File: src/rtl/busglue_pkg.sv
package busglue_pkg;

    // Function-code value that marks an interrupt-acknowledge bus cycle
    localparam logic [2:0] FC_INT_ACK = 3'b111;

    // Size of the main select bank and of its address field
    localparam int MAIN_COUNT = 8;
    localparam int MAIN_W     = 3;

    typedef enum logic {
        ACK_COUNTING = 1'b0,
        ACK_HOLDING  = 1'b1
    } ack_phase_e;

endpackage

File: src/rtl/bg_strobe_decode.sv
module bg_strobe_decode
    import busglue_pkg::*;
(
    input  logic       clk,
    input  logic       rst_n,
    input  logic       as_n,
    input  logic       uds_n,
    input  logic       lds_n,
    input  logic       rw,
    input  logic [2:0] fc,
    output logic       rd_n,
    output logic       wr_n,
    output logic       wr_uds_n,
    output logic       wr_lds_n,
    output logic       iack_n
);

    logic cycle_live;
    logic is_write;

    always_comb begin
        // The strobe qualifies the direction line, so both outputs have
        // a defined level even when the master releases rw.
        cycle_live = rst_n & ~as_n;
        is_write   = cycle_live & ~rw;
        rd_n       = ~(cycle_live & rw);
        wr_n       = ~is_write;
        wr_uds_n   = ~(is_write & ~uds_n);
        wr_lds_n   = ~(is_write & ~lds_n);
        iack_n     = ~(fc == FC_INT_ACK);
    end

    // read and write enables are never low together
    a_r1_rd_wr_exclusive: assert property (@(posedge clk) disable iff (!rst_n)
        !(!rd_n && !wr_n));

    // even-byte write enable only inside a write cycle
    a_r2_uds_in_write: assert property (@(posedge clk) disable iff (!rst_n)
        !wr_uds_n |-> !wr_n);

    // odd-byte write enable only inside a write cycle
    a_r3_lds_in_write: assert property (@(posedge clk) disable iff (!rst_n)
        !wr_lds_n |-> !wr_n);

endmodule

File: src/rtl/bg_select_decode.sv
module bg_select_decode
    import busglue_pkg::*;
#(
    parameter int ADDR_MSB = 23,
    parameter int IO_COUNT = 8,
    parameter int IO_BANK  = 7,
    localparam int IO_W    = $clog2(IO_COUNT),
    localparam int MAIN_LSB = ADDR_MSB - MAIN_W + 1,
    localparam int IO_LSB  = MAIN_LSB - IO_W
) (
    input  logic                     clk,
    input  logic                     rst_n,
    input  logic                     as_n,
    input  logic                     int_ack,
    input  logic [ADDR_MSB:IO_LSB]   addr_hi,
    output logic [MAIN_COUNT-1:0]    cs_main_n,
    output logic [IO_COUNT-1:0]      cs_io_n
);

    logic [MAIN_W-1:0] main_idx;
    logic [IO_W-1:0]   io_idx;
    logic              main_en;
    logic              io_en;

    always_comb begin
        main_idx = addr_hi[ADDR_MSB:MAIN_LSB];
        io_idx   = addr_hi[MAIN_LSB-1:IO_LSB];
        main_en  = rst_n & ~as_n & ~int_ack;
        io_en    = main_en & (main_idx == MAIN_W'(IO_BANK));
    end

    for (genvar g = 0; g < MAIN_COUNT; g++) begin : g_main
        assign cs_main_n[g] = ~(main_en && (main_idx == MAIN_W'(g)));
    end

    for (genvar g = 0; g < IO_COUNT; g++) begin : g_io
        assign cs_io_n[g] = ~(io_en && (io_idx == IO_W'(g)));
    end

    // at most one main select active
    a_r5_main_onehot: assert property (@(posedge clk) disable iff (!rst_n)
        $countones(~cs_main_n) <= 1);

    // an I/O select needs its parent main select
    a_r6_io_needs_bank: assert property (@(posedge clk) disable iff (!rst_n)
        (~&cs_io_n) |-> !cs_main_n[IO_BANK]);

    // all selects quiet with the strobe idle or during interrupt acknowledge
    a_r7_idle_quiet: assert property (@(posedge clk) disable iff (!rst_n)
        (as_n || int_ack) |-> ((&cs_main_n) && (&cs_io_n)));

endmodule

File: src/rtl/bg_ack_timer.sv
module bg_ack_timer
    import busglue_pkg::*;
#(
    parameter int WS_W = 4
) (
    input  logic            clk,
    input  logic            rst_n,
    input  logic            as_n,
    input  logic [WS_W-1:0] wait_cycles,
    output logic            dtack_oe
);

    typedef struct packed {
        logic [WS_W-1:0] cnt;
        ack_phase_e      phase;
    } timer_t;

    timer_t st_d, st_q;

    always_comb begin
        st_d = st_q;
        if (as_n) begin
            st_d.cnt   = '0;
            st_d.phase = ACK_COUNTING;
        end else if (st_q.phase == ACK_COUNTING) begin
            if (st_q.cnt == wait_cycles) begin
                st_d.phase = ACK_HOLDING;
            end else begin
                st_d.cnt = st_q.cnt + 1'b1;
            end
        end
    end

    always_ff @(posedge clk or negedge rst_n) begin
        if (!rst_n) begin
            st_q <= '{cnt: '0, phase: ACK_COUNTING};
        end else begin
            st_q <= st_d;
        end
    end

    // The strobe gates the registered phase, so the release needs no edge.
    assign dtack_oe = rst_n & ~as_n & (st_q.phase == ACK_HOLDING);

    // never pull the acknowledge while the strobe is idle
    a_r9_ack_needs_as: assert property (@(posedge clk) disable iff (!rst_n)
        dtack_oe |-> !as_n);

    // once pulled, the acknowledge holds while the strobe stays low
    a_r8_ack_holds: assert property (@(posedge clk) disable iff (!rst_n)
        dtack_oe |=> (as_n || dtack_oe));

endmodule

File: src/rtl/busglue_top.sv
module busglue_top
    import busglue_pkg::*;
#(
    parameter int ADDR_MSB = 23,
    parameter int IO_COUNT = 8,
    parameter int IO_BANK  = 7,
    parameter int WS_W     = 4,
    localparam int IO_LSB  = ADDR_MSB - MAIN_W + 1 - $clog2(IO_COUNT)
) (
    input  logic                   clk,
    input  logic                   rst_n,
    input  logic                   as_n,
    input  logic                   uds_n,
    input  logic                   lds_n,
    input  logic                   rw,
    input  logic [2:0]             fc,
    input  logic [ADDR_MSB:IO_LSB] addr_hi,
    input  logic [WS_W-1:0]        wait_cycles,
    output logic                   rd_n,
    output logic                   wr_n,
    output logic                   wr_uds_n,
    output logic                   wr_lds_n,
    output logic                   iack_n,
    output logic [MAIN_COUNT-1:0]  cs_main_n,
    output logic [IO_COUNT-1:0]    cs_io_n,
    output logic                   dtack_oe
);

    bg_strobe_decode i_strobe (
        .clk      (clk),
        .rst_n    (rst_n),
        .as_n     (as_n),
        .uds_n    (uds_n),
        .lds_n    (lds_n),
        .rw       (rw),
        .fc       (fc),
        .rd_n     (rd_n),
        .wr_n     (wr_n),
        .wr_uds_n (wr_uds_n),
        .wr_lds_n (wr_lds_n),
        .iack_n   (iack_n)
    );

    bg_select_decode #(
        .ADDR_MSB (ADDR_MSB),
        .IO_COUNT (IO_COUNT),
        .IO_BANK  (IO_BANK)
    ) i_select (
        .clk       (clk),
        .rst_n     (rst_n),
        .as_n      (as_n),
        .int_ack   (~iack_n),
        .addr_hi   (addr_hi),
        .cs_main_n (cs_main_n),
        .cs_io_n   (cs_io_n)
    );

    bg_ack_timer #(
        .WS_W (WS_W)
    ) i_timer (
        .clk         (clk),
        .rst_n       (rst_n),
        .as_n        (as_n),
        .wait_cycles (wait_cycles),
        .dtack_oe    (dtack_oe)
    );

    // everything inactive while in reset
    always_comb begin
        if (rst_n == 1'b0) begin
            a_r10_reset_quiet: assert ((&cs_main_n) && (&cs_io_n) && rd_n && wr_n
                                       && wr_uds_n && wr_lds_n && !dtack_oe);
        end
    end

endmodule

File: config.mk
export PLATFORM = sky130hd
export DESIGN_NAME = busglue_top
export DESIGN_NICKNAME = d
export VERILOG_FILES = /design/src/rtl/busglue_pkg.sv /design/src/rtl/bg_strobe_decode.sv /design/src/rtl/bg_select_decode.sv /design/src/rtl/bg_ack_timer.sv /design/src/rtl/busglue_top.sv
export SDC_FILE = /design/constraint.sdc
export NUM_CORES = 1
export LEC_CHECK = 0
export ABC_CLOCK_PERIOD_IN_PS = 2300
export BUFFER_PORTS_ARGS = -buffer_cell sky130_fd_sc_hd__buf_2
export CORE_AREA = 4 4 44 46
export CTS_BUF_LIST = sky130_fd_sc_hd__clkbuf_16
export CTS_CLUSTER_DIAMETER = 30
export DETAILED_ROUTE_END_ITERATION = 7
export DIE_AREA = 0 0 48 50
export PLACE_DENSITY = 0.61
export SKIP_LAST_GASP = 1
export SLEW_MARGIN = 25
export SYNTH_ARGS = -nofsm -noshare
export SYNTH_HDL_FRONTEND = slang
export SYNTH_SLANG_ARGS = --single-unit
export TNS_END_PERCENT = 50
File: constraint.sdc
create_clock -name clk -period 2.3 [get_ports clk]
set_input_delay 0 -clock clk [delete_from_list [all_inputs] [get_ports clk]]
set_output_delay 0 -clock clk [all_outputs]
set_load 0.02 [all_outputs]
==> impl_metrics.csv <==
group,metric,value,unit
outcome,outcome,"completed",
sta,drv_slew,0,
route,vias_per_cell,4.57,
cts,clk_latency,0.23,ns
placement,io_buffer_count,40,
cts,cts_resized,0,
power,ir_worst_vdd,0.000470,V
synth,synthTopCellsByCount,"nand2_1, nor2_1, nor2b_1",
layout,final_area,754,µm²
route,detailedRoute.firstPassIterationCount,4,
layout,final_cells,121,
global_route,grt_antenna_before_repair,0,
synth,ys_types,19,
power,finalPower,535,µW
sta,fin_skew,0.00102,ns
global_route,grt-busiest-layer,"met2",
layout,drive_gt1_share,42.9,%
global_route,grt_max_degree,10,
placement,dp_hpwl,1020,µm
cts,cts_tree,"yes",
layout,final_nets,126,
layout,largest-register,"i_timer.st_q",
layout,reg.largest.list,"i_timer.st_q: 5 flops",
cts,clock-sinks,5,
synth,yosysTopAreaCell,"dfrtp_1",
sta,rsz0062_at_grt,"false",
sta,setup_tns,0,ns
floorplan,pin_count,41,
route,wire_per_inst,9.60,µm
route,drc,0,
cts,clockRootBuffer,"clkbuf_16",
synth,synth_fp_nets,81,
synth,syn_area,449,µm²
sta,finalHoldViolCount,0,
cts,clk_path_buf_depth,2,
sta,setup_violations,0,
synth,synth-seq-cells,5,
synth,synth.most_common_cell,"nand2_1",
critical_path,cp.required,2.30,ns
layout,fillers,157,
synth,ys.flop_type,"dfrtp_1",
placement,gp_congestion,0.745,
sta,period_minus_slack,1.77,ns
floorplan,dieWidth,48,µm
global_route,use_met1,8.73,%
synth,synthCells,61,
route,drtIter0Drc,5,
global_route,grt.total_usage,9.41,%
hold_path,hold_path.class,"in2reg",
sta,finalCritPeriodShare,77.1,%
critical_path,crit_fanout,7,
cts,path_clk_slew,0.03,ns
layout,area_growth,68.0,%
synth,synthTopCellsByArea,"dfrtp_1, nand2_1, xnor2_1, nor2b_1, nor2_1",
synth,async_reset_ff_share,100,%
global_route,grt-ovfl-total,0,
floorplan,rows,14,
global_route,grt_pass1_vias,446,
global_route,grt_pass1_wl,1610,µm
synth,ys_warn_count,0,
critical_path,arrival,1.77,ns
synth,synth_top_area_share,27.9,%
power,power_leakage,0.000346,µW
sta,slew_headroom,77.2,%
floorplan,fp.dieH,50,µm
power,p_per_area,709,nW/µm²
floorplan,initial_core_util,29.8,%
floorplan,dieArea,2400,µm²
critical_path,startpoint_type,"input port",
synth,syn_avg_cell_area,7.36,µm²
global_route,met3_usage,3.64,%
run,cap_violations,0,
cts,cts_buffers,3,
critical_path,path_class,"in2out",
global_route,use_met2,15.6,%
sta,fmaxAchievable,0.564,GHz
route,drtAntennaViolNets,0,
cts,htree_num_levels,1,
critical_path,critPathCaptureType,"primary output",
placement,placed_area,666,µm²
placement,dp.cells,116,
floorplan,core_area,1510,µm²
synth,synth_edf_count,0,
synth,ys_seq_area_share,27.9,%
route,drt_wl_total,1160,µm
layout,largest_register_ff_count,5,
route,vias,553,
layout,antenna_cells,0,
layout,final_core_utilization,50.1,%
sta,tightestPinTransition,0.342,ns
==> metrics by stage <==
step / setup slack, ns / hold slack (ns)
floorplan: 0.879 / -0.296
global placement: 0.819 / -0.171
detailed placement: 0.773 / -0.171
CTS: 0.513 / 0.0427
global route: 0.372 / 0.0566
finish: 0.527 / 0.0441
==> critical path: stages <==
cell and delay (ns):
dlygate4sd3_1 0.52, buf_2 0.17, nor2b_1 0.34, and3_1 0.27, and3_1 0.23, nand3_1 0.09
buf_2 0.16
==> what timing repair did <==
action | in CTS | in global routing
hold endpoints to repair | 5 | 0
setup buffers | 0 | 0
hold buffers | 1 | 0
==> cell usage in the layout, fill, tap and decap left out <==
| cell type | count |
|---|---|
| nor2_1 | 9 |
| nand2b_1 | 2 |
| and2_1 | 2 |
| buf_2 | 40 |
| a21oi_1 | 1 |
| and3_1 | 2 |
| mux2_1 | 1 |
| or3_1 | 2 |
| nand3_1 | 3 |
| ha_1 | 1 |
| or2b_1 | 1 |
| dfrtp_1 | 5 |
| a41oi_2 | 1 |
| nand2_1 | 15 |
| mux2i_1 | 1 |
| nor2b_1 | 6 |
| inv_1 | 1 |
| xnor2_1 | 5 |
| a31o_2 | 1 |
| dlygate4sd3_1 | 1 |
| nand4_1 | 2 |
| clkbuf_16 | 3 |
==> per-layer routing <==
layer	part of all wire, %	wire [µm]	vias to the layer above
met5	0	0	-
met4	1.8	21	0
met3	15	172	2
met2	43	500	32
met1	40	468	225
li1	-	-	294
==> power breakdown <==
| group | switching [µW] | internal [µW] | total (µW) |
|---|---|---|---|
| combinational | 63.4 | 64.9 | 128 |
| clock | 53.0 | 225 | 278 |
| sequential | 21.3 | 108 | 129 |
| total | 138 | 397 | 535 |
==> final cells by class <==
| cell class | count | area [µm²] | share of cell area [%] |
|---|---|---|---|
| flip-flops and latches | 5 | 125 | 16.6 |
| well taps | 16 | 20.0 | 2.65 |
| clock buffers | 3 | 75.1 | 9.95 |
| clock inverters | 1 | 3.75 | 0.498 |
| multi-input cells | 55 | 320 | 42.5 |
| repair buffers | 41 | 210 | 27.9 |
==> cells by family (layout without fill, tap and decap cells) <==
| family | after synthesis | count (layout) | share of synthesized area (%) |
|---|---|---|---|
| buffers and inverters | 1 | 45 | 0.835 |
| XOR/XNOR | 5 | 5 | 9.75 |
| flip-flops | 5 | 5 | 27.9 |
| adder cells (fa/ha/maj) | 1 | 1 | 2.79 |
| AO/OA/AOI/OAI | 3 | 3 | 6.69 |
| AND/OR/NAND/NOR | 44 | 44 | 47.4 |
| multiplexers | 2 | 2 | 4.74 |
==> final timing paths <==
check	from	end	slack, ns	cells after the start
worst min register to register	i_timer.st_q[0]	i_timer.st_q[0]	0.56	2
max in group asynchronous	rst_n	i_timer.st_q[0]	2.04	2
worst max-delay path	rst_n	cs_io_n[7]	0.53	7
worst min-delay path	as_n	i_timer.st_q[1]	0.04	2
min in group asynchronous	rst_n	i_timer.st_q[3]	0.12	2
worst max register to register	i_timer.st_q[2]	i_timer.st_q[4]	0.79	4
Power figures use the tool's default switching activity.
